## config.mk

```make
export PLATFORM = sky130hd
export DESIGN_NAME = igf_issue_former
export DESIGN_NICKNAME = d
export VERILOG_FILES = /design/src/rtl/igf_pkg.sv /design/src/rtl/igf_bundle_decode.sv /design/src/rtl/igf_cap_check.sv /design/src/rtl/igf_pack_ctrl.sv /design/src/rtl/igf_issue_former.sv
export SDC_FILE = /design/constraint.sdc
export NUM_CORES = 1
export LEC_CHECK = 0
export BUFFER_PORTS_ARGS = -buffer_cell sky130_fd_sc_hd__buf_2
export CORE_MARGIN = 2
export CORE_UTILIZATION = 40
export CTS_CLUSTER_DIAMETER = 60
export DETAILED_ROUTE_END_ITERATION = 6
export PLACE_DENSITY = 0.61
export SLEW_MARGIN = 40
export SYNTH_ARGS = -nofsm -noshare
export SYNTH_HDL_FRONTEND = slang
export SYNTH_SLANG_ARGS = --single-unit
export TNS_END_PERCENT = 30
```

## constraint.sdc

```tcl
create_clock -name clk -period 11.3 [get_ports clk]
set_input_delay 1.695 -clock clk [delete_from_list [all_inputs] [get_ports clk]]
set_output_delay 1.695 -clock clk [all_outputs]
set_load 0.05 [all_outputs]
```

## src/rtl/igf_pkg.sv

```systemverilog
package igf_pkg;
   localparam int CNT_W   = 4;
   localparam int CLS_W   = 3;
   localparam int NUM_CLS = 5;

   typedef enum logic [CLS_W-1:0] {
      UC_INT = 3'd0,
      UC_LD  = 3'd1,
      UC_ST  = 3'd2,
      UC_FP  = 3'd3,
      UC_BR  = 3'd4
   } ucls_e;

   typedef struct packed {
      logic [CNT_W-1:0] br;
      logic [CNT_W-1:0] fp;
      logic [CNT_W-1:0] st;
      logic [CNT_W-1:0] ld;
      logic [CNT_W-1:0] intg;
   } ucnt_t;
endpackage

```

## src/rtl/igf_bundle_decode.sv

```systemverilog
module igf_bundle_decode import igf_pkg::*; #(
   parameter int SLOTS        = 3,
   parameter int INSTR_W      = 41,
   parameter int TMPL_W       = 5,
   parameter int CLS_LSB      = 37,
   parameter int CLS_FW       = 4,
   parameter int EOB_BIT      = 0,
   parameter int ZERO_ILLEGAL = 1,
   localparam int BUNDLE_W    = TMPL_W + SLOTS*INSTR_W
) (
   input  logic [BUNDLE_W-1:0]      bundle_i,
   output logic                     eob_o,
   output logic [SLOTS-1:0]         legal_o,
   output logic [SLOTS*CLS_W-1:0]   cls_o,
   output logic [SLOTS*INSTR_W-1:0] instr_o,
   output ucnt_t                    cnt_o
);
   logic unused_tmpl;
   assign unused_tmpl = ^bundle_i[TMPL_W-1:0];

   // group mark in the template
   assign eob_o = bundle_i[EOB_BIT];

   for (genvar s = 0; s < SLOTS; s++) begin : g_slot
      logic [INSTR_W-1:0] raw;
      logic [CLS_FW-1:0]  code;
      assign raw  = bundle_i[TMPL_W + s*INSTR_W +: INSTR_W];
      assign code = raw[CLS_LSB +: CLS_FW];
      assign legal_o[s] = (code < CLS_FW'(NUM_CLS));
      assign cls_o[s*CLS_W +: CLS_W] = legal_o[s] ? code[CLS_W-1:0] : '0;
      if (ZERO_ILLEGAL != 0) begin : g_zero
         assign instr_o[s*INSTR_W +: INSTR_W] = legal_o[s] ? raw : '0;
      end else begin : g_pass
         assign instr_o[s*INSTR_W +: INSTR_W] = raw;
      end
   end

   always_comb begin
      cnt_o = '0;
      for (int s = 0; s < SLOTS; s++) begin
         if (legal_o[s]) begin
            case (ucls_e'(cls_o[s*CLS_W +: CLS_W]))
               UC_INT:  cnt_o.intg = cnt_o.intg + CNT_W'(1);
               UC_LD:   cnt_o.ld   = cnt_o.ld   + CNT_W'(1);
               UC_ST:   cnt_o.st   = cnt_o.st   + CNT_W'(1);
               UC_FP:   cnt_o.fp   = cnt_o.fp   + CNT_W'(1);
               UC_BR:   cnt_o.br   = cnt_o.br   + CNT_W'(1);
               default: ;
            endcase
         end
      end
   end
endmodule

```

## src/rtl/igf_cap_check.sv

```systemverilog
module igf_cap_check import igf_pkg::*; #(
   parameter int CAP_INT = 2,
   parameter int CAP_LD  = 2,
   parameter int CAP_ST  = 2,
   parameter int CAP_FP  = 4,
   parameter int CAP_BR  = 3
) (
   input  ucnt_t held_i,
   input  ucnt_t add_i,
   output logic  over_o
);
   function automatic logic exceeds(logic [CNT_W-1:0] a, logic [CNT_W-1:0] b, int cap);
      logic [CNT_W:0] s;
      s = {1'b0, a} + {1'b0, b};
      return s > (CNT_W+1)'(cap);
   endfunction

   // pairing two bundles must fit every unit class
   assign over_o = exceeds(held_i.intg, add_i.intg, CAP_INT)
                 | exceeds(held_i.ld,   add_i.ld,   CAP_LD)
                 | exceeds(held_i.st,   add_i.st,   CAP_ST)
                 | exceeds(held_i.fp,   add_i.fp,   CAP_FP)
                 | exceeds(held_i.br,   add_i.br,   CAP_BR);
endmodule

```

## src/rtl/igf_pack_ctrl.sv

```systemverilog
module igf_pack_ctrl #(
   parameter int BUNDLE_W = 128
) (
   input  logic                clk,
   input  logic                rst_n,
   input  logic                in_valid_i,
   input  logic [BUNDLE_W-1:0] in_bundle_i,
   input  logic                in_eob_i,
   input  logic                over_i,
   input  logic                iss_ready_i,
   input  logic                b1_eob_i,
   output logic                in_ready_o,
   output logic                closed_o,
   output logic                split_o,
   output logic [1:0]          fill_o,
   output logic                ovf_o,
   output logic [BUNDLE_W-1:0] b0_o,
   output logic [BUNDLE_W-1:0] b1_o
);
   logic in_fire, out_fire;

   // nothing enters while a packet waits or the issue side stalls
   assign in_ready_o = iss_ready_i && !closed_o;
   assign in_fire    = in_valid_i && in_ready_o;
   assign out_fire   = closed_o && iss_ready_i;

   always_ff @(posedge clk or negedge rst_n) begin
      if (!rst_n) begin
         b0_o     <= '0;
         b1_o     <= '0;
         fill_o   <= 2'd0;
         closed_o <= 1'b0;
         split_o  <= 1'b0;
         ovf_o    <= 1'b0;
      end else begin
         ovf_o <= 1'b0;
         if (out_fire) begin
            if (split_o) begin
               // carried bundle leads the next packet
               b0_o     <= b1_o;
               fill_o   <= 2'd1;
               closed_o <= b1_eob_i;
               split_o  <= 1'b0;
            end else begin
               fill_o   <= 2'd0;
               closed_o <= 1'b0;
            end
         end else if (in_fire) begin
            if (fill_o == 2'd0) begin
               b0_o     <= in_bundle_i;
               fill_o   <= 2'd1;
               closed_o <= in_eob_i;
            end else begin
               b1_o     <= in_bundle_i;
               fill_o   <= 2'd2;
               closed_o <= 1'b1;
               split_o  <= over_i;
               ovf_o    <= over_i;
            end
         end
      end
   end
endmodule

```

## src/rtl/igf_issue_former.sv

```systemverilog
module igf_issue_former import igf_pkg::*; #(
   parameter int SLOTS        = 3,
   parameter int INSTR_W      = 41,
   parameter int TMPL_W       = 5,
   parameter int CLS_LSB      = 37,
   parameter int CLS_FW       = 4,
   parameter int EOB_BIT      = 0,
   parameter int ZERO_ILLEGAL = 1,
   parameter int CAP_INT      = 2,
   parameter int CAP_LD       = 2,
   parameter int CAP_ST       = 2,
   parameter int CAP_FP       = 4,
   parameter int CAP_BR       = 3,
   localparam int NB          = 2,
   localparam int BUNDLE_W    = TMPL_W + SLOTS*INSTR_W,
   localparam int LANES       = NB*SLOTS
) (
   input  logic                     clk,
   input  logic                     rst_n,
   input  logic                     in_valid,
   output logic                     in_ready,
   input  logic [BUNDLE_W-1:0]      in_bundle,
   output logic                     iss_valid,
   input  logic                     iss_ready,
   output logic [LANES-1:0]         iss_lane_vld,
   output logic [LANES-1:0]         iss_lane_ill,
   output logic [LANES*INSTR_W-1:0] iss_instr,
   output logic [LANES*CLS_W-1:0]   iss_cls,
   output logic                     iss_grp_end,
   output logic                     cap_ovf
);
   if (CLS_LSB + CLS_FW > INSTR_W) begin : g_bad_cls
      $error("class field lies outside the instruction");
   end
   if (EOB_BIT >= TMPL_W) begin : g_bad_eob
      $error("group mark lies outside the template");
   end
   if ((1 << CLS_FW) <= NUM_CLS || CLS_FW < CLS_W) begin : g_bad_fw
      $error("class field too narrow");
   end
   if (LANES >= (1 << CNT_W)) begin : g_bad_cnt
      $error("unit counters too narrow for the lane count");
   end
   if (CAP_INT < 1 || CAP_LD < 1 || CAP_ST < 1 || CAP_FP < 1 || CAP_BR < 1) begin : g_bad_cap
      $error("every unit limit must be at least one");
   end

   logic                     in_eob;
   logic [SLOTS-1:0]         in_legal;
   logic [SLOTS*CLS_W-1:0]   in_cls;
   logic [SLOTS*INSTR_W-1:0] in_instr;
   ucnt_t                    in_cnt;
   logic                     over;
   logic                     closed, split;
   logic [1:0]               fill;
   logic [BUNDLE_W-1:0]      b0, b1;

   logic [BUNDLE_W-1:0]      pos_bundle [NB];
   logic [NB-1:0]            pos_eob;
   logic [SLOTS-1:0]         pos_legal  [NB];
   logic [SLOTS*CLS_W-1:0]   pos_cls    [NB];
   logic [SLOTS*INSTR_W-1:0] pos_instr  [NB];
   ucnt_t                    pos_cnt    [NB];
   logic [1:0]               iss_n;
   logic                     unused_dec;

   igf_bundle_decode #(
      .SLOTS(SLOTS), .INSTR_W(INSTR_W), .TMPL_W(TMPL_W), .CLS_LSB(CLS_LSB),
      .CLS_FW(CLS_FW), .EOB_BIT(EOB_BIT), .ZERO_ILLEGAL(ZERO_ILLEGAL)
   ) in_dec_i (
      .bundle_i(in_bundle), .eob_o(in_eob), .legal_o(in_legal),
      .cls_o(in_cls), .instr_o(in_instr), .cnt_o(in_cnt)
   );

   igf_cap_check #(
      .CAP_INT(CAP_INT), .CAP_LD(CAP_LD), .CAP_ST(CAP_ST), .CAP_FP(CAP_FP), .CAP_BR(CAP_BR)
   ) cap_i (
      .held_i(pos_cnt[0]), .add_i(in_cnt), .over_o(over)
   );

   igf_pack_ctrl #(.BUNDLE_W(BUNDLE_W)) ctrl_i (
      .clk(clk), .rst_n(rst_n), .in_valid_i(in_valid), .in_bundle_i(in_bundle),
      .in_eob_i(in_eob), .over_i(over), .iss_ready_i(iss_ready), .b1_eob_i(pos_eob[1]),
      .in_ready_o(in_ready), .closed_o(closed), .split_o(split), .fill_o(fill),
      .ovf_o(cap_ovf), .b0_o(b0), .b1_o(b1)
   );

   assign pos_bundle[0] = b0;
   assign pos_bundle[1] = b1;
   assign unused_dec = ^{in_legal, in_cls, in_instr, pos_cnt[1]};

   // a split packet shows only its first bundle
   assign iss_n = split ? 2'd1 : fill;

   for (genvar j = 0; j < NB; j++) begin : g_pos
      logic show;

      igf_bundle_decode #(
         .SLOTS(SLOTS), .INSTR_W(INSTR_W), .TMPL_W(TMPL_W), .CLS_LSB(CLS_LSB),
         .CLS_FW(CLS_FW), .EOB_BIT(EOB_BIT), .ZERO_ILLEGAL(ZERO_ILLEGAL)
      ) pos_dec_i (
         .bundle_i(pos_bundle[j]), .eob_o(pos_eob[j]), .legal_o(pos_legal[j]),
         .cls_o(pos_cls[j]), .instr_o(pos_instr[j]), .cnt_o(pos_cnt[j])
      );

      // bundle j occupies lanes j*SLOTS .. j*SLOTS+SLOTS-1
      assign show = closed && (2'(j) < iss_n);
      assign iss_lane_vld[j*SLOTS +: SLOTS]             = show ? pos_legal[j]  : '0;
      assign iss_lane_ill[j*SLOTS +: SLOTS]             = show ? ~pos_legal[j] : '0;
      assign iss_instr[j*SLOTS*INSTR_W +: SLOTS*INSTR_W] = show ? pos_instr[j]  : '0;
      assign iss_cls[j*SLOTS*CLS_W +: SLOTS*CLS_W]       = show ? pos_cls[j]    : '0;
   end

   assign iss_valid   = closed;
   // group ends only if the last bundle shown carries the mark
   assign iss_grp_end = closed && !split && ((fill == 2'd2) ? pos_eob[1] : pos_eob[0]);
endmodule

```

======== Word level (Yosys, flattened, before mapping) ========
Cells that the tools add are included.
word-level totals
  output and inout port bits .............. 280
  flip-flop bits (word level) ............. 261
operators by class
  muxes and demuxes ....................... 79
  equality and inequality tests ........... 27
  bitwise logic cells ..................... 8
  add/subtract/negate cells ............... 25
  reduce and logical (&&, ||, !) cells .... 21
  $lt $le $gt $ge ......................... 16
operators with widths
  cell                 count
  $mux 128             4
  $mux 123             2
  $mux 41              6
  $mux 20              6
  $add 4x1->4 const B  20
  $mux 4               20
  $mux 3               13
  $eq 3x2->1 const B   12
  $lt 4x3->1 const B   9
  $add 4x4->5          5
  $mux 1               22
  $gt 5x2->1 const B   4
  $eq 3x1->1 const B   6
  $eq 3x3->1 const B   6
  $logic_not 3->1      6
  $mux 9               2
  $mux 2               4
  $logic_and 1x1->1    7
  $not 3->3            2
  $reduce_and 3->1     2
  $gt 5x3->1 const B   1
  $lt 1x2->1 const A   2
  $ne 2x1->1 const B   2
  $or 1x1->1           4
  6 further kinds      9

======== Depth between registers and ports, before layout ========
  depth in word-level cells ............... 20
  mapped depth ............................ 15
  depth with buffers taken out ............ 14

======== Modules after synthesis ========
Synthesis repeated with hierarchy kept, for this count alone.
second synthesis, totals
  cells, all modules ...................... 1,726
  area, all modules ....................... 17,928.4 µm²
modules (own cells, without submodules)
  module             cells an instance  area each (µm²)  times used  sequential area each (µm²)
  igf_pack_ctrl      721                10,692.8         1           6,531.3
  igf_bundle_decode  211                1,536.5          3           0.0
  igf_issue_former   312                2,052.0          1           0.0
  igf_cap_check      60                 574.3            1           0.0

======== Worst setup path after synthesis ========
OpenSTA, ideal clock, no wires.
  path kind ............................... input-to-output
  start ................................... input port iss_ready
  end ..................................... output port in_ready
  data required time ...................... 9.605 ns
  stages .................................. 4
  slack ................................... 6.439 ns
  buffers on the path ..................... 3
  arrival time ............................ 3.166 ns
  cells stage by stage .................... clkbuf_1 -> clkbuf_1 -> clkbuf_1 -> nor2b_1
between the ends
  word-level cells in the longest chain between the ends .. 1
ends and longest elaborated chain
  what                RTL line                text
  start: declaration  igf_issue_former.sv:24  input logic iss_ready,
  $logic_and 1x1->1   igf_pack_ctrl.sv:23     assign in_ready_o = iss_ready_i && !closed_o;
  end: declaration    igf_issue_former.sv:21  output logic in_ready,
No other way between the ends.

======== Final worst setup path ========
  start ................................... register ctrl_i.split_o
  end ..................................... output port iss_instr[244]
between the ends
  word-level cells in the longest chain between the ends .. 4
ends and longest elaborated chain
  what                      RTL line                 text
  start: declaration        igf_pack_ctrl.sv:14      output logic split_o,
  start signal: assignment  igf_pack_ctrl.sv:57      split_o <= over_i;
  $mux 2                    igf_issue_former.sv:93   assign iss_n = split ? 2'd1 : fill;
  $lt 1x2->1                igf_issue_former.sv:107  assign show = closed && (2'(j) < iss_n);
  $logic_and 1x1->1         igf_issue_former.sv:107
  $mux 123                  igf_issue_former.sv:110  assign iss_instr[j*SLOTS*INSTR_W +: SLOTS*INSTR_W] = show ? pos_instr[j] : '0;
  end: declaration          igf_issue_former.sv:27   output logic [LANES*INSTR_W-1:0] iss_instr,
No other way between the ends.

==> out/qor.yml <==
clock_path_buffers: 3
grt_overflow_total: 0
drive_above_1_share: 0.266
cts_root_buf: "clkbuf_16"
drc_errors: 0
powerDensity_mw_per_mm2: 263
cts_tree: "yes"
synth_top_area_share: 0.454
place_area_mm2: 0.0161
vdd_drop_max_mv: 0.149
finalSetupViolCount: 0
start_util: 0.405
synth_area_mm2: 0.0139
clkLatencyLatePin_ps: 580
status: "finished, final reports clean"
p_comb_frac: 0.418
rsz0062_at_grt: "no"
busiest_layer: "met2"
coreArea_mm2: 0.0345
dp.cells: 2323
power_frac_seq: 0.346
drt-pass1-iter-count: 4
met1_usage: 0.286
finalPower_mw: 4.53
ys_top_cells_by_count: "nand2_1 (275), and2_1 (256), dfrtp_1 (253), a21oi_1 (120), o21ai_0 (119)"
grt_util_met2: 0.369
timing.hold.ws_ps: 465
fill_cells: 3375
avgSynthCellArea_um2: 8.77
drt-initial-drc-count: 513
clk_pin_slew_ps: 60
drv_cap: 0
ys_seq_area_frac: 0.454
drt-total-wl_um: 41400
die_h_um: 191
synthCells: 1589
routedWlPerCell_um: 17.4
ant_nets: 0
vias: 12400
gp_congestion: 0.838
maxSlewViolCount: 0
viasPerCell: 5.20
tns_ps: 0
async_flop_share: 1.00
fp.dieW_um: 191
grt_antenna_before_repair: 4
grt_pass1_vias: 12100
row_count: 68
pwr-share-clk: 0.237
slew_headroom: 0.455
synth_edf_count: 0
synth_area_leaders: "dfrtp_1 (45%), and2_1 (11%), nand2_1 (7.4%)"
min_period_ps: 4940
worst_setup_path_end_kind: "output port"
worstHoldPathType: "reg2reg"
nNetsFinal: 2071
power.switching_mw: 1.99
cts_htree_levels: 1
post_cts_buffers: 0
preCtsSetupSlack_ps: 6000
grt_pass1_wl_um: 65300
final_area_mm2: 0.0172
die_area_mm2: 0.0364
worstPathArrival_ps: 3240
fin_util: 0.499
p_leak_nw: 9.75
portBuffers: 401
pin_count: 412
cts_resized: 0
synth_most_common_cell: "nand2_1"
cp-start-kind: "register"
cts.sinks: 253
worst_slack_ps: 6360
fmax_mhz: 203
place_hpwl_um: 26800
critPathMaxFanout: 24
ys_types: 47
synth_top_area_cell: "dfrtp_1"
grt_max_degree: 109
stdcell_count: 2380
synthFlopType: "dfrtp_1"
grt_usage: 0.224
swShare: 0.439
hold_violations: 0
p_int_mw: 2.54
syn2layout_area_growth_pct: 23.5
cts_made_buffers: 31
clock_skew_ps: 24.6
hold_buffers: 0
ys_ff_latch: 253
ys.warnings.count: 0
critPathRequiredTime_ps: 9610
tightest_slew_ps: 818
worst-setup-path-type: "reg2out"
post-route-period-util: 0.437
use_met3: 0.0558
layer usage:
metal,up-vias,share of wire
met5,-,0.00092
met4,6,0.035
met3,88,0.070
met2,375,0.48
met1,5956,0.42
li1,5954,-
cell families (layout without fill, tap and decap cells):
| kind of cell | after synthesis | after routing | share of synthesized area |
|---|---|---|---|
| and+or+nand+nor | 724 | 724 | 0.263 |
| DFF | 253 | 253 | 0.454 |
| buffers and inverters | 150 | 480 | 0.0531 |
| adders and majority gates | 38 | 38 | 0.0363 |
| other | 1 | 7 | 0.000269 |
| muxes | 29 | 29 | 0.0226 |
| AOI/OAI and AO/OA | 384 | 384 | 0.165 |
| xor gates and xnor gates | 10 | 10 | 0.00628 |
power groups by stage:
stage                     Sequential, mW  Clock, mW  Combinational [mW]
final                               1.57       1.07                1.89
after global routing                1.63       1.14                2.08
after CTS                           1.57       1.10                1.92
after detailed placement            1.58          0                1.91
after global placement              1.56          0                1.87
after floorplan                     1.50          0                1.47
cell type report:
cell class | count | area, um2 | share of cell area
Multi-Input combinational cell | 1191 | 6960 | 0.404
Inverter | 5 | 18.8 | 0.00109
Antenna cell | 1 | 2.50 | 0.000145
Tap cell | 455 | 569 | 0.0331
Clock inverter | 17 | 246 | 0.0143
Clock buffer | 39 | 876 | 0.0509
Timing Repair Buffer | 419 | 2200 | 0.128
Sequential cell | 253 | 6330 | 0.368
state kept, by name (all words and copies together) (netlist names):
name,count
ctrl_i.closed_o,1
ctrl_i.ovf_o,1
ctrl_i.b0_o,124
ctrl_i.fill_o,2
ctrl_i.split_o,1
ctrl_i.b1_o,124
cell usage in the layout, fill, tap and decap left out, drive strengths merged, types with 5 or more instances in the layout:
cell / netlist / layout
mux2i: 9 / 9
ha: 34 / 34
clkinv: 0 / 6
nand3: 118 / 118
nand2: 275 / 275
a21o: 117 / 117
a21oi: 120 / 120
nor2: 24 / 24
nor2b: 5 / 5
and3: 5 / 5
inv: 5 / 8
clkbuf: 73 / 39
dfrtp: 253 / 253
buf: 72 / 419
nor4b: 10 / 10
o21ai: 128 / 128
conb: 1 / 6
and2: 258 / 258
xor2: 10 / 10
nor3: 11 / 11
bufinv: 0 / 5
o21a: 6 / 6
mux2: 20 / 20
worst paths after layout:
path	to	from	cells after the start	slack, ps
max	iss_instr[244]	ctrl_i.split_o	5	6360
min	ctrl_i.b0_o[38]	ctrl_i.b0_o[38]	1	460
max reg2reg	ctrl_i.split_o	ctrl_i.b0_o[84]	13	7230
min reg2reg	ctrl_i.b0_o[38]	ctrl_i.b0_o[38]	1	460
max in group asynchronous	ctrl_i.b1_o[9]	rst_n	3	8860
min in group asynchronous	ctrl_i.b1_o[80]	rst_n	1	1140
worst max-delay path, cell delays in order, from the launching register on:
cell and delay [ps]:
dfrtp_1 470, nand3b_1 560, nor3_4 740, buf_4 370
and2_1 230, buf_2 290
(Power assumes the default switching activity.)
